`src/rtl/cksn_pkg.sv`:
```
// Shared constants, register map and source-to-lock mapping for the
// clock event notifier. Assumes eleven clock inputs in a fixed order.
package cksn_pkg;
    localparam int NSRC      = 11;
    localparam int LOCK_LSB  = 0;
    localparam int SLIP_LSB  = 16;
    localparam int DW        = 32;
    localparam int AW        = 64;

    localparam logic [AW-1:0] NO_OWNER = 64'hFFFF_0000_0000_0000;

    localparam logic [1:0] OP_READ  = 2'd0;
    localparam logic [1:0] OP_WRITE = 2'd1;
    localparam logic [1:0] OP_CAS   = 2'd2;

    localparam logic [2:0] RA_OWNER   = 3'd0;
    localparam logic [2:0] RA_EVENTS  = 3'd1;
    localparam logic [2:0] RA_CLKSEL  = 3'd2;
    localparam logic [2:0] RA_ENABLE  = 3'd3;
    localparam logic [2:0] RA_EXTSTAT = 3'd4;

    localparam int EV_RXCFG   = 0;
    localparam int EV_TXCFG   = 1;
    localparam int EV_CURLOCK = 4;
    localparam int EV_ACCEPT  = 5;
    localparam int EV_ANYLOCK = 6;

    localparam logic [7:0]  SRC_MAX      = 8'd12;
    localparam logic [7:0]  RATE_MAX     = 8'd6;
    localparam logic [15:0] CLKSEL_RESET = 16'h020C;

    // Lock state of the selected source, given the per-input lock vector.
    function automatic logic src_locked(input logic [NSRC-1:0] lk,
                                        input logic [7:0] src);
        logic r;
        case (src)
            8'd0, 8'd1, 8'd2, 8'd3:    r = lk[src[1:0]];
            8'd4:                      r = |lk[3:0];
            8'd5:                      r = lk[4];
            8'd6:                      r = lk[5];
            8'd7:                      r = lk[10];
            8'd8, 8'd9, 8'd10, 8'd11:  r = lk[6 + int'(src[1:0])];
            8'd12:                     r = 1'b1;
            default:                   r = 1'b0;
        endcase
        return r;
    endfunction
endpackage

```
`src/rtl/cksn_status.sv`:
```
// Lock and slip tracker. Keeps a registered copy of the lock inputs as the
// change reference and sticky slip flags. Assumes inputs are synchronous.
module cksn_status
    import cksn_pkg::*;
(
    input  logic            clk,
    input  logic            rst_n,
    input  logic [NSRC-1:0] lock_i,
    input  logic [NSRC-1:0] slip_i,
    input  logic            clr_slip_i,
    input  logic [7:0]      src_i,
    output logic [NSRC-1:0] lock_q,
    output logic [NSRC-1:0] slip_q,
    output logic            ev_anylock_o,
    output logic            ev_curlock_o
);
    // Change detection against last cycle's lock state.
    always_comb begin
        ev_anylock_o = |(lock_i ^ lock_q);
        ev_curlock_o = src_locked(lock_i, src_i) != src_locked(lock_q, src_i);
    end

    // Track lock reference; slips set over a concurrent clear.
    always_ff @(posedge clk) begin
        if (!rst_n) begin
            lock_q <= '0;
            slip_q <= '0;
        end else begin
            lock_q <= lock_i;
            slip_q <= (slip_q & ~{NSRC{clr_slip_i}}) | slip_i;
        end
    end
endmodule

```
`src/rtl/cksn_regs.sv`:
```
// Register file: owner word (compare-swap only), clock select, stream
// enable, and read mux with a one-cycle response. Bus reset wins over access.
module cksn_regs
    import cksn_pkg::*;
(
    input  logic          clk,
    input  logic          rst_n,
    input  logic          bus_reset_i,
    input  logic          req_valid_i,
    input  logic [1:0]    req_op_i,
    input  logic [2:0]    req_addr_i,
    input  logic          req_block_i,
    input  logic [AW-1:0] req_wdata_i,
    input  logic [AW-1:0] req_cmp_i,
    input  logic [DW-1:0] events_i,
    input  logic [DW-1:0] ext_word_i,
    output logic [AW-1:0] owner_q,
    output logic [DW-1:0] enable_q,
    output logic [15:0]   clksel_q,
    output logic          clr_slip_o,
    output logic          accept_o,
    output logic          rsp_valid_o,
    output logic          rsp_ok_o,
    output logic [AW-1:0] rsp_rdata_o
);
    logic          is_rd, is_wr, is_cas, clk_ok, cas_hit, en_wr, addr_ok;
    logic          ok_n;
    logic [AW-1:0] rd_sel;

    // Decode request and acceptance conditions.
    always_comb begin
        is_rd   = req_valid_i && req_op_i == OP_READ;
        is_wr   = req_valid_i && req_op_i == OP_WRITE;
        is_cas  = req_valid_i && req_op_i == OP_CAS;
        clk_ok  = req_wdata_i[7:0] <= SRC_MAX && req_wdata_i[15:8] <= RATE_MAX;
        accept_o = is_wr && req_addr_i == RA_CLKSEL && clk_ok;
        cas_hit = is_cas && req_addr_i == RA_OWNER && req_cmp_i == owner_q && !bus_reset_i;
        en_wr   = is_wr && req_addr_i == RA_ENABLE && !bus_reset_i;
        clr_slip_o = is_rd && req_addr_i == RA_EXTSTAT && !req_block_i;
        addr_ok = req_addr_i <= RA_EXTSTAT;
    end

    // Read data selection.
    always_comb begin
        case (req_addr_i)
            RA_OWNER:   rd_sel = owner_q;
            RA_EVENTS:  rd_sel = {{(AW-DW){1'b0}}, events_i};
            RA_CLKSEL:  rd_sel = {{(AW-16){1'b0}}, clksel_q};
            RA_ENABLE:  rd_sel = {{(AW-DW){1'b0}}, enable_q};
            RA_EXTSTAT: rd_sel = {{(AW-DW){1'b0}}, ext_word_i};
            default:    rd_sel = '0;
        endcase
    end

    // Response acceptance flag.
    always_comb begin
        ok_n = 1'b0;
        if (is_rd)       ok_n = addr_ok;
        else if (is_wr)  ok_n = accept_o || en_wr;
        else if (is_cas) ok_n = cas_hit;
    end

    // Register state updates; bus reset has priority.
    always_ff @(posedge clk) begin
        if (!rst_n) begin
            owner_q  <= NO_OWNER;
            enable_q <= '0;
            clksel_q <= CLKSEL_RESET;
        end else begin
            if (bus_reset_i) begin
                owner_q  <= NO_OWNER;
                enable_q <= '0;
            end else begin
                if (cas_hit) owner_q  <= req_wdata_i;
                if (en_wr)   enable_q <= req_wdata_i[DW-1:0];
            end
            if (accept_o) clksel_q <= req_wdata_i[15:0];
        end
    end

    // Registered response one cycle after the request.
    always_ff @(posedge clk) begin
        if (!rst_n) begin
            rsp_valid_o <= 1'b0;
            rsp_ok_o    <= 1'b0;
            rsp_rdata_o <= '0;
        end else begin
            rsp_valid_o <= req_valid_i;
            rsp_ok_o    <= ok_n;
            rsp_rdata_o <= (is_rd || is_cas) ? rd_sel : '0;
        end
    end
endmodule

```
`src/rtl/cksn_notify.sv`:
```
// Event mask builder and notification issuer. Each cycle with any event
// replaces the event word and, if an owner exists, emits one write request.
module cksn_notify
    import cksn_pkg::*;
(
    input  logic          clk,
    input  logic          rst_n,
    input  logic          ev_rx_i,
    input  logic          ev_tx_i,
    input  logic          ev_curlock_i,
    input  logic          ev_accept_i,
    input  logic          ev_anylock_i,
    input  logic [AW-1:0] owner_i,
    output logic [DW-1:0] events_q,
    output logic          ntf_valid_o,
    output logic [AW-1:0] ntf_addr_o,
    output logic [DW-1:0] ntf_data_o
);
    logic [DW-1:0] mask;

    // Merge all same-cycle events into one mask.
    always_comb begin
        mask = '0;
        mask[EV_RXCFG]   = ev_rx_i;
        mask[EV_TXCFG]   = ev_tx_i;
        mask[EV_CURLOCK] = ev_curlock_i;
        mask[EV_ACCEPT]  = ev_accept_i;
        mask[EV_ANYLOCK] = ev_anylock_i;
    end

    // Latch the new mask and issue the owner write.
    always_ff @(posedge clk) begin
        if (!rst_n) begin
            events_q    <= '0;
            ntf_valid_o <= 1'b0;
            ntf_addr_o  <= NO_OWNER;
            ntf_data_o  <= '0;
        end else begin
            ntf_valid_o <= 1'b0;
            if (|mask) begin
                events_q    <= mask;
                ntf_valid_o <= owner_i != NO_OWNER;
                ntf_addr_o  <= owner_i;
                ntf_data_o  <= mask;
            end
        end
    end
endmodule

```
`src/rtl/clk_event_notifier.sv`:
```
// Top: clock lock/slip status bank with owner-directed event notification.
// Assumes all inputs are synchronous to clk; one request per cycle.
module clk_event_notifier
    import cksn_pkg::*;
(
    input  logic          clk,
    input  logic          rst_n,
    input  logic          bus_reset_i,
    input  logic          req_valid_i,
    input  logic [1:0]    req_op_i,
    input  logic [2:0]    req_addr_i,
    input  logic          req_block_i,
    input  logic [63:0]   req_wdata_i,
    input  logic [63:0]   req_cmp_i,
    output logic          rsp_valid_o,
    output logic          rsp_ok_o,
    output logic [63:0]   rsp_rdata_o,
    input  logic [10:0]   lock_i,
    input  logic [10:0]   slip_i,
    input  logic          rx_cfg_chg_i,
    input  logic          tx_cfg_chg_i,
    output logic          ntf_valid_o,
    output logic [63:0]   ntf_addr_o,
    output logic [31:0]   ntf_data_o,
    output logic          stream_en_o,
    output logic [7:0]    clk_source_o,
    output logic [7:0]    clk_rate_o
);
    logic [AW-1:0]   owner_q;
    logic [DW-1:0]   enable_q, notify_q, ext_word;
    logic [15:0]     clksel_q;
    logic [NSRC-1:0] lock_q, slip_q;
    logic            clr_slip, accept, ev_anylock, ev_curlock;

    // Assemble extended status word from lock and slip fields.
    always_comb begin
        ext_word = '0;
        ext_word[LOCK_LSB +: NSRC] = lock_q;
        ext_word[SLIP_LSB +: NSRC] = slip_q;
    end

    cksn_status u_status (
        .clk(clk), .rst_n(rst_n), .lock_i(lock_i), .slip_i(slip_i),
        .clr_slip_i(clr_slip), .src_i(clksel_q[7:0]),
        .lock_q(lock_q), .slip_q(slip_q),
        .ev_anylock_o(ev_anylock), .ev_curlock_o(ev_curlock)
    );

    cksn_regs u_regs (
        .clk(clk), .rst_n(rst_n), .bus_reset_i(bus_reset_i),
        .req_valid_i(req_valid_i), .req_op_i(req_op_i), .req_addr_i(req_addr_i),
        .req_block_i(req_block_i), .req_wdata_i(req_wdata_i), .req_cmp_i(req_cmp_i),
        .events_i(notify_q), .ext_word_i(ext_word),
        .owner_q(owner_q), .enable_q(enable_q), .clksel_q(clksel_q),
        .clr_slip_o(clr_slip), .accept_o(accept),
        .rsp_valid_o(rsp_valid_o), .rsp_ok_o(rsp_ok_o), .rsp_rdata_o(rsp_rdata_o)
    );

    cksn_notify u_notify (
        .clk(clk), .rst_n(rst_n),
        .ev_rx_i(rx_cfg_chg_i), .ev_tx_i(tx_cfg_chg_i),
        .ev_curlock_i(ev_curlock), .ev_accept_i(accept), .ev_anylock_i(ev_anylock),
        .owner_i(owner_q), .events_q(notify_q),
        .ntf_valid_o(ntf_valid_o), .ntf_addr_o(ntf_addr_o), .ntf_data_o(ntf_data_o)
    );

    // Output views of the control words.
    always_comb begin
        stream_en_o  = |enable_q;
        clk_source_o = clksel_q[7:0];
        clk_rate_o   = clksel_q[15:8];
    end
endmodule

```
`config.mk`:
```
export PLATFORM = sky130hd
export DESIGN_NAME = clk_event_notifier
export DESIGN_NICKNAME = d
export VERILOG_FILES = /design/src/rtl/cksn_pkg.sv /design/src/rtl/cksn_status.sv /design/src/rtl/cksn_regs.sv /design/src/rtl/cksn_notify.sv /design/src/rtl/clk_event_notifier.sv
export SDC_FILE = /design/constraint.sdc
export NUM_CORES = 1
export LEC_CHECK = 0
export BUFFER_PORTS_ARGS = -buffer_cell sky130_fd_sc_hd__buf_2
export CAP_MARGIN = 10
export CORE_MARGIN = 2
export CORE_UTILIZATION = 30
export DETAILED_ROUTE_END_ITERATION = 10
export PLACE_DENSITY_LB_ADDON = 0.1
export SYNTH_ARGS = -nofsm -noshare
export SYNTH_HDL_FRONTEND = slang
export SYNTH_HIERARCHICAL = 1
export SYNTH_SLANG_ARGS = --single-unit
```
`constraint.sdc`:
```
create_clock -name clk -period 3.5 [get_ports clk]
set_clock_uncertainty 0.05 [all_clocks]
set_input_delay 1.05 -clock clk [delete_from_list [all_inputs] [get_ports clk]]
set_output_delay 1.05 -clock clk [all_outputs]
set_load 0.03 [all_outputs]
```
==> impl_metrics.ini, run 1 <==
[global_route]
antenna_found_initial = 9
grt_pass1_vias = 10400
grt_use_total_pct = 22.7
grt_max_degree = 81
overflow = 0
grt_first_pass_wirelength_mm = 68.7

[floorplanning]
dieWidth_um = 201
ios = 342
num_rows = 72
fp.dieH_um = 201
dieArea_sq_mm = 0.0404
initial_core_util_pct = 30.3
core_area_sq_mm = 0.0385

[clock_network]
cts_root_buf = clkbuf_16
clk_pin_slew_worst_paths_ns = 0.06
cts_tree = done
ctsHoldBuffers = 0
clockBufferDepth = 3
cts_resized = 0
cts_buffers = 34
postCtsSetupBuffers = 0
clkSinkCount = 270
clk_latency_ns = 0.55
cts.htree.levels = 2

[drt]
postRouteAntennaNets = 0
drt_iter0_markers = 600
drc = 0
dr.pass1.iters = 5
via_per_inst = 4.86
vias = 10600
wirelength_mm = 46.9
wl_per_cell_um = 21.5

[timing]
hold_ws_ns = 0.400
hold_viol = 0
finalSetupTns_ns = 0
worst-slew-pin-transition_ns = 0.708
setup_viol = 0
fmax_ghz = 0.326
relSlewSlack_pct = 52.8
period_share_pct = 87.6
rsz0062_at_grt = no
fin_crit_ns = 3.06
slew_violations = 0

[power]
clkPwrFrac_pct = 50.6
net-switching-power_uw = 1690
power_frac_comb_pct = 6.1
seqPwrFrac_pct = 43.3
ir_drop_uv = 276
swShare_pct = 23.5
leakage_uw = 0.00596
intPower_uw = 5500
power_density_mw_per_mm2 = 486

[setup_path]
crit_buf_inv = 1
cp_top_family = simple AND/OR/NAND/NOR gates
cp_cell_sequence = nor4_1 > nand4_1 > or2_1 > buf_2
endpoint_kind = output port
crit_arrival_ns = 1.96
slowest_delay_ns = 0.36
critical_path_required_ns = 2.40
startpoint_type = flip-flop
critPathMaxFanout = 3
cpMaxStageDelayCell = nor4_1
path_class = flip-flop to output port

[cells_and_area]
final_common_cell = buf_2
multi_input_area_sq_mm = 0.00561
seqCellArea_sq_mm = 0.00541
fin_nets = 1795
area_delta_synth_final_pct = 27.1
fillCellCount = 4092
layout_common_cells = buf_2 (313), dfxtp_1 (270), nand2_1 (203)
drive_above_1_share_pct = 25.1

[worst_hold_path]
hold_path.class = flip-flop to flip-flop

[yosys]
ys_seq_elements = 270
synth_ff_type = dfxtp_1
synthArstFlopShare_pct = 0
syn-cell-area_sq_mm = 0.0117
synth-edff-count = 0
avgSynthCellArea_sq_um = 8.72
synth_cell_types = 50
ys_seq_area_share_pct = 46.4
ys_warn_count = 6
postSynthCellCount = 1336

[placed_design]
io_buffers = 314
gp_congestion = 0.871
dpl.hpwl_mm = 34.0

[outcome]
status = completed

[job]
maxCapViolations = 0
cell families (layout without fill, tap and decap cells):
logic type | count (synthesis) | count (layout) | share of synthesized area, %
AOI/OAI and AO/OA | 315 | 315 | 16.1
xor gates and xnor gates | 76 | 76 | 5.71
DFF | 270 | 270 | 46.4
muxes | 32 | 32 | 3.32
buffers and inverters | 154 | 412 | 7.72
and+or+nand+nor | 487 | 487 | 20.7
other | 2 | 69 | 0.0644
synthesized netlist by cell type, drive strengths merged (11+ instances only):
cell	n	share of area, %
nor2b	25	1.3
and2	54	2.9
a21oi	133	5.7
xnor2	52	3.9
nand4	20	1.1
nor2	29	0.93
a21boi	49	3.2
xor2	24	1.8
a22oi	47	3.0
clkbuf	62	2.0
mux2i	27	2.3
nor4	27	1.7
nand2	204	6.6
dfxtp	270	46
buf	89	5.6
o21ai	66	2.8
nand3	99	4.3
o21a	11	0.71
flip-flops by register name, indices dropped and copies added, names as in the netlist, 5 cells and up:
register and flops:
u_status/slip_q 11, u_regs/owner_q 64, u_status/lock_q 11, u_regs/rsp_rdata_o 64, u_notify/ntf_data_o 5, u_regs/clksel_q 16
u_regs/enable_q 32, u_notify/ntf_addr_o 64
final timing paths:
path | from | end | slack [ns] | depth (start not counted)
worst max-delay path | u_regs/enable_q[0]$_SDFFE_PP0P_ | stream_en_o | 0.44 | 4
worst min-delay path | u_notify/ntf_addr_o[1]$_SDFFE_PN0P_ | u_notify/ntf_addr_o[1]$_SDFFE_PN0P_ | 0.40 | 2
worst max register to register | u_regs/clksel_q[1]$_SDFFE_PN0P_ | u_notify/ntf_addr_o[58]$_SDFFE_PN1P_ | 0.52 | 10
worst min register to register | u_notify/ntf_addr_o[1]$_SDFFE_PN0P_ | u_notify/ntf_addr_o[1]$_SDFFE_PN0P_ | 0.40 | 2
cell type report:
| cell class | instances | share of cell area [%] |
|---|---|---|
| Antenna cell | 5 | 0.0845 |
| Clock buffer | 47 | 6.55 |
| Clock inverter | 12 | 1.24 |
| Inverter | 3 | 0.0761 |
| Multi-Input combinational cell | 974 | 37.9 |
| Sequential cell | 270 | 36.5 |
| Tap cell | 518 | 4.38 |
| Timing Repair Buffer | 350 | 13.3 |
worst reg2reg max path, stage by stage, from the launching register on:
cell and delay (ns):
dfxtp_1 0.62, mux4_1 0.61, mux2i_1 0.23, xor2_1 0.25, o21ai_1 0.09, a21oi_1 0.21
nor2_1 0.10, and2_2 0.29, buf_12 0.21, nand2_1 0.08, nand3_1 0.07
power by group through the flow:
| stage | logic [uW] | clock network (uW) | registers (uW) |
|---|---|---|---|
| finish | 436 | 3640 | 3120 |
| global route | 468 | 3860 | 3120 |
| CTS | 437 | 3750 | 3120 |
| detailed placement | 436 | 0 | 3190 |
| global placement | 435 | 0 | 3190 |
| floorplan | 266 | 0 | 3190 |
per-stage QoR:
stage	setup slack, ns	area (sq um)	instances	utilization (%)	power (uW)
final	0.435	14800	2179	38.5	7200
after global routing	0.326	14800	2178	38.5	7450
after CTS	0.423	14800	2173	38.4	7300
after detailed placement	0.0149	13600	2114	35.4	3620
after global placement	0.0626	13600	2114	35.4	3620
after floorplan	0.552	11900	1398	-	3450
per-layer routing:
metal,global-route usage (%),vias up,share of wire (%)
li1,-,5096,-
met3,5.41,70,6.0
met1,29.6,5067,44
met5,0,-,0.14
met2,37.3,337,47
met4,6.98,10,2.3
Note: power is estimated with default switching activity, not from simulation.
==> run 2, diff against run 1 <==
--- a/config.mk
+++ b/config.mk
@@ -5,11 +5,13 @@
 export SDC_FILE = /design/constraint.sdc
 export NUM_CORES = 1
 export LEC_CHECK = 0
-export BUFFER_PORTS_ARGS = -buffer_cell sky130_fd_sc_hd__buf_2
 export CAP_MARGIN = 10
 export CORE_MARGIN = 2
 export CORE_UTILIZATION = 30
 export DETAILED_ROUTE_END_ITERATION = 10
+export DONT_BUFFER_PORTS = 1
+export GPL_ROUTABILITY_DRIVEN = 0
+export MAX_ROUTING_LAYER = met4
 export PLACE_DENSITY_LB_ADDON = 0.1
 export SYNTH_ARGS = -nofsm -noshare
 export SYNTH_HDL_FRONTEND = slang
==> run 2 against run 1 <==
Against the previous run:
- first-iteration DRC count grew 1.5%
- maximum frequency grew 1.4%
- global-route usage grew 0.48 points
- die area is the same
- setup slack gained 0.041 ns
- clock power shrank 3%
- via count shrank 11%
- critical path type unchanged
- critical endpoint unchanged
==> impl_metrics.ini, run 2 (synthesis gave the netlist of run 1 again) <==
[setup_path]
crit_arrival_ns = 1.92
critical_path_required_ns = 2.40
cp_cell_sequence = nor4_1 > nand4_1 > or2_1
rrSetupSlack_ns = 0.53
slowest_delay_ns = 0.41
path_class = flip-flop to output port
endpoint_kind = output port
r2r_start = u_regs/clksel_q[1]$_SDFFE_PN0P_
startpoint_type = flip-flop
cpMaxStageDelayCell = or2_1
r2r-end = u_notify/ntf_addr_o[43]$_SDFFE_PN0P_
critPathMaxFanout = 3
r2r_cells = 10

[floorplanning]
num_rows = 72
dieWidth_um = 201
initial_core_util_pct = 30.3
ios = 342
dieArea_sq_mm = 0.0404
fp.dieH_um = 201
core_area_sq_mm = 0.0385

[clock_network]
cts.htree.levels = 2
ctsHoldBuffers = 0
cts_resized = 0
cts_root_buf = clkbuf_16
cts_buffers = 34
clk_latency_ns = 0.54
clk_pin_slew_worst_paths_ns = 0.06
clockBufferDepth = 3
postCtsSetupBuffers = 0
clkSinkCount = 270
cts_tree = done

[power]
intPower_uw = 5300
clkPwrFrac_pct = 51.0
ir_drop_uv = 298
swShare_pct = 23.3
net-switching-power_uw = 1610
seqPwrFrac_pct = 45.4
leakage_uw = 0.00453
power_density_mw_per_mm2 = 525
power_frac_comb_pct = 3.6

[timing]
fmax_ghz = 0.331
finalSetupTns_ns = 0
fin_crit_ns = 3.02
fin_ws_ns = 0.476
relSlewSlack_pct = 48.5
rsz0062_at_grt = no
worst-slew-pin-transition_ns = 0.772
setup_viol = 0
slew_violations = 0
hold_viol = 0
period_share_pct = 86.4

[cells_and_area]
fin_area_sq_mm = 0.0132
final_common_cell = dfxtp_1
n_antenna_cell = 0
reg_top3 = u_notify/ntf_addr_o: 64 flops, u_regs/owner_q: 64 flops, u_regs/rsp_rdata_o: 64 flops
layoutNonFillerInstCount = 1862
fillCellCount = 4054
area_delta_synth_final_pct = 12.9
fin_util_pct = 34.2
fin_nets = 1482
drive_above_1_share_pct = 7.59
layout_common_cells = dfxtp_1 (270), nand2_1 (203), a21oi_1 (133)

[worst_hold_path]
whs_path_depth = 2
worstHoldStart = u_regs/enable_q[30]$_SDFFE_PP0P_
min_to = u_regs/enable_q[30]$_SDFFE_PP0P_
hold_path.class = flip-flop to flip-flop

[placed_design]
dpl.hpwl_mm = 33.4
placed_cells = 1802
io_buffers = 0
dp_slack_ns = 0.0965
place_area_sq_mm = 0.0120

[drt]
wl_per_cell_um = 25.0
drt_iter0_markers = 609
postRouteAntennaNets = 0
dr.pass1.iters = 7
drc = 0
vias = 9394
via_per_inst = 5.05
wirelength_mm = 46.5

[job]
maxCapViolations = 0

[global_route]
grt_pass1_vias = 9420
grt_max_degree = 107
antenna_found_initial = 0
overflow = 0
grt_use_total_pct = 23.2
grt_first_pass_wirelength_mm = 67.2

[outcome]
status = completed
==> run 2: area by class of cell <==
| class | count | area [sq um] | share of cell area [%] |
|---|---|---|---|
| Clock inverter | 11 | 131 | 0.998 |
| Sequential cell | 270 | 5410 | 41.1 |
| Tap cell | 518 | 648 | 4.93 |
| Clock buffer | 49 | 977 | 7.43 |
| Multi-Input combinational cell | 974 | 5610 | 42.6 |
| Timing Repair Buffer | 37 | 378 | 2.87 |
| Inverter | 3 | 11.3 | 0.0856 |
==> run 2: routing by layer <==
| metal | vias up | GRT usage (%) | part of all wire, % |
|---|---|---|---|
| li1 | 4480 | - | - |
| met1 | 4498 | 27.9 | 42 |
| met2 | 344 | 36.3 | 46 |
| met3 | 72 | 7.40 | 8.3 |
| met4 | 0 | 8.65 | 3.3 |
| met5 | - | - | 0 |
==> run 2: worst max-delay path by stage <==
stage | from | end | slack, ns
6_report | u_regs/enable_q[0]$_SDFFE_PP0P_ | stream_en_o | 0.48
5_1_grt | u_regs/clksel_q[1]$_SDFFE_PN0P_ | u_notify/ntf_addr_o[43]$_SDFFE_PN0P_ | 0.33
4_1_cts | u_regs/enable_q[0]$_SDFFE_PP0P_ | stream_en_o | 0.50
3_5_place_dp | lock_i[3] | u_notify/ntf_addr_o[17]$_SDFFE_PN0P_ | 0.1
3_3_place_gp | lock_i[3] | u_notify/ntf_addr_o[39]$_SDFFE_PN0P_ | 0.09
2_1_floorplan | lock_i[3] | u_notify/ntf_addr_o[50]$_SDFFE_PN1P_ | 0.55
==> run 2: critical path, delay by kind of cell (launching register included) <==
kind | cells | cell delay [ns]
flops | 1 | 0.35
simple gates | 3 | 1.04
==> run 2: per-stage QoR <==
step                hold WS [ns]  total power (uW)
CTS                        0.423              7000
global route               0.451              7150
floorplan                  0.399              3450
global placement           0.413              3450
detailed placement         0.415              3450
finish                     0.420              6910
==> run 2: power groups by stage <==
| stage | Clock (uW) | Sequential, uW | Combinational, uW |
|---|---|---|---|
| 2_1_floorplan | 0 | 3190 | 266 |
| 3_3_place_gp | 0 | 3200 | 250 |
| 3_5_place_dp | 0 | 3200 | 250 |
| 4_1_cts | 3620 | 3130 | 251 |
| 5_1_grt | 3750 | 3130 | 271 |
| 6_report | 3520 | 3130 | 251 |
==> run 3, diff against run 2 <==
--- a/config.mk
+++ b/config.mk
@@ -13,6 +13,7 @@
 export GPL_ROUTABILITY_DRIVEN = 0
 export MAX_ROUTING_LAYER = met4
 export PLACE_DENSITY_LB_ADDON = 0.1
+export REMOVE_ABC_BUFFERS = 1
 export SYNTH_ARGS = -nofsm -noshare
 export SYNTH_HDL_FRONTEND = slang
 export SYNTH_HIERARCHICAL = 1
==> run 3 against run 2 <==
Against the previous run:
- routed wire length rose by 1.6%
- sequential power barely moved
- combinational power rose by 2%
- largest cell class unchanged
- sequential share of layout area fell by 0.30 points
- first-iteration DRC count fell by 6.1%
- flip-flop and latch count did not move
- utilization rose by 0.25 points
- design area rose by 0.73%
- global-route usage rose by 0.38 points
- clock power rose by 5%
- setup slack got worse by 0.057 ns
- largest power group unchanged
==> impl_metrics.ini, run 3 (synthesis gave the netlist of run 1 again) <==
[floorplanning]
ios = 342
core_area_sq_mm = 0.0385
initial_core_util_pct = 30.3
dieWidth_um = 201
num_rows = 72
fp.dieH_um = 201
dieArea_sq_mm = 0.0404

[power]
leakage_uw = 0.00459
p_total_uw = 7100
ir_drop_uv = 227
power_density_mw_per_mm2 = 536

[cells_and_area]
final_common_cell = dfxtp_1
multi_input_area_sq_mm = 0.00561
area_delta_synth_final_pct = 13.7
seqCellArea_sq_mm = 0.00541
fillCellCount = 4029
drive_above_1_share_pct = 8.02
fin_nets = 1487
reg_top3 = u_notify/ntf_addr_o: 64 flops, u_regs/owner_q: 64 flops, u_regs/rsp_rdata_o: 64 flops
fin_area_sq_mm = 0.0133
layout_common_cells = dfxtp_1 (270), nand2_1 (203), a21oi_1 (133)

[clock_network]
cts_buffers = 34
clockBufferDepth = 3
cts_root_buf = clkbuf_16
clk_latency_ns = 0.55
cts_resized = 0
cts.htree.levels = 2
cts_tree = done
clkSinkCount = 270
ctsHoldBuffers = 0
postCtsSetupBuffers = 0
clk_pin_slew_worst_paths_ns = 0.06

[setup_path]
crit_arrival_ns = 1.98
cpMaxStageDelayCell = nor4_1
startpoint_type = flip-flop
cp_top_family = simple AND/OR/NAND/NOR gates
cp_cell_sequence = nor4_1 > nand4_1 > or2_1
slowest_delay_ns = 0.44
path_class = flip-flop to output port
critPathMaxFanout = 3
endpoint_kind = output port
crit_buf_inv = 0
critical_path_required_ns = 2.40

[drt]
wl_per_cell_um = 25.3
dr.pass1.iters = 5
via_per_inst = 5.06
vias = 9434
drc = 0
drt_iter0_markers = 572
postRouteAntennaNets = 0
wirelength_mm = 47.2

[global_route]
grt_use_total_pct = 23.6
grt_pass1_vias = 9303
grt_max_degree = 107
grt_first_pass_wirelength_mm = 68.2
overflow = 0
antenna_found_initial = 0

[placed_design]
io_buffers = 0
dpl.hpwl_mm = 33.4
place_area_sq_mm = 0.0121

[timing]
slew_violations = 0
fmax_ghz = 0.325
worst-slew-pin-transition_ns = 0.954
hold_ws_ns = 0.423
rsz0062_at_grt = no
relSlewSlack_pct = 36.3
fin_crit_ns = 3.08
period_share_pct = 88.0
hold_viol = 0
setup_viol = 0

[worst_hold_path]
hold_path.class = flip-flop to flip-flop

[outcome]
status = completed

[job]
maxCapViolations = 0
-- run 3: cell types whose count changed in the layout (fill, tap and decap cells not counted), moves of 3 or more --
cell,change
buf_4,+6
clkbuf_1,-3
clkbuf_16,+3
inv_6,-3
-- run 3: worst paths after layout --
| kind | endpoint | startpoint | cells past startpoint | slack [ns] |
|---|---|---|---|---|
| setup / recovery | stream_en_o | u_regs/enable_q[1]$_SDFFE_PP0P_ | 3 | 0.42 |
| hold / removal | u_regs/enable_q[7]$_SDFFE_PP0P_ | u_regs/enable_q[7]$_SDFFE_PP0P_ | 2 | 0.42 |
| setup reg to reg | u_notify/ntf_addr_o[13]$_SDFFE_PN0P_ | u_regs/clksel_q[1]$_SDFFE_PN0P_ | 11 | 0.64 |
| hold reg to reg | u_regs/enable_q[7]$_SDFFE_PP0P_ | u_regs/enable_q[7]$_SDFFE_PP0P_ | 2 | 0.42 |
-- run 3: power breakdown --
| part | switching (uW) | internal (uW) | leakage (uW) |
|---|---|---|---|
| combinational | 159 | 97.0 | 0.00183 |
| sequential | 33.9 | 3100 | 0.00218 |
| clock | 1410 | 2300 | 0.000578 |
| total | 1610 | 5500 | 0.00459 |
-- run 3: through the flow --
step	instances	setup TNS, ns	utilization, %	worst slack [ns]
floorplan	1247	-62.88	-	-0.789
global placement	1807	0	31.4	0.327
detailed placement	1807	0	31.4	0.290
CTS	1865	0	34.4	0.339
global route	1865	0	34.4	0.354
finish	1866	0	34.5	0.420
-- run 3: layer usage --
layer	share of wire, %	track usage, %	vias to the layer above
li1	-	-	4488
met1	45	30.7	4543
met2	45	35.3	335
met3	7.2	6.40	68
met4	2.9	8.12	0
met5	0	-	-
-- run 3: worst min-delay path: stages, from the launching register on --
cell and delay [ns]:
dfxtp_1 0.32, nand2_1 0.05, a21oi_1 0.05
-- run 3: layout make-up --
class / instances / share of cell area (%)
multi-input combinational: 974 / 42.3
sequential: 270 / 40.8
clock buffer: 50 / 7.96
tap: 518 / 4.89
timing repair buffer: 42 / 3.04
clock inverter: 8 / 0.887
inverter: 3 / 0.0850
antenna: 1 / 0.0189
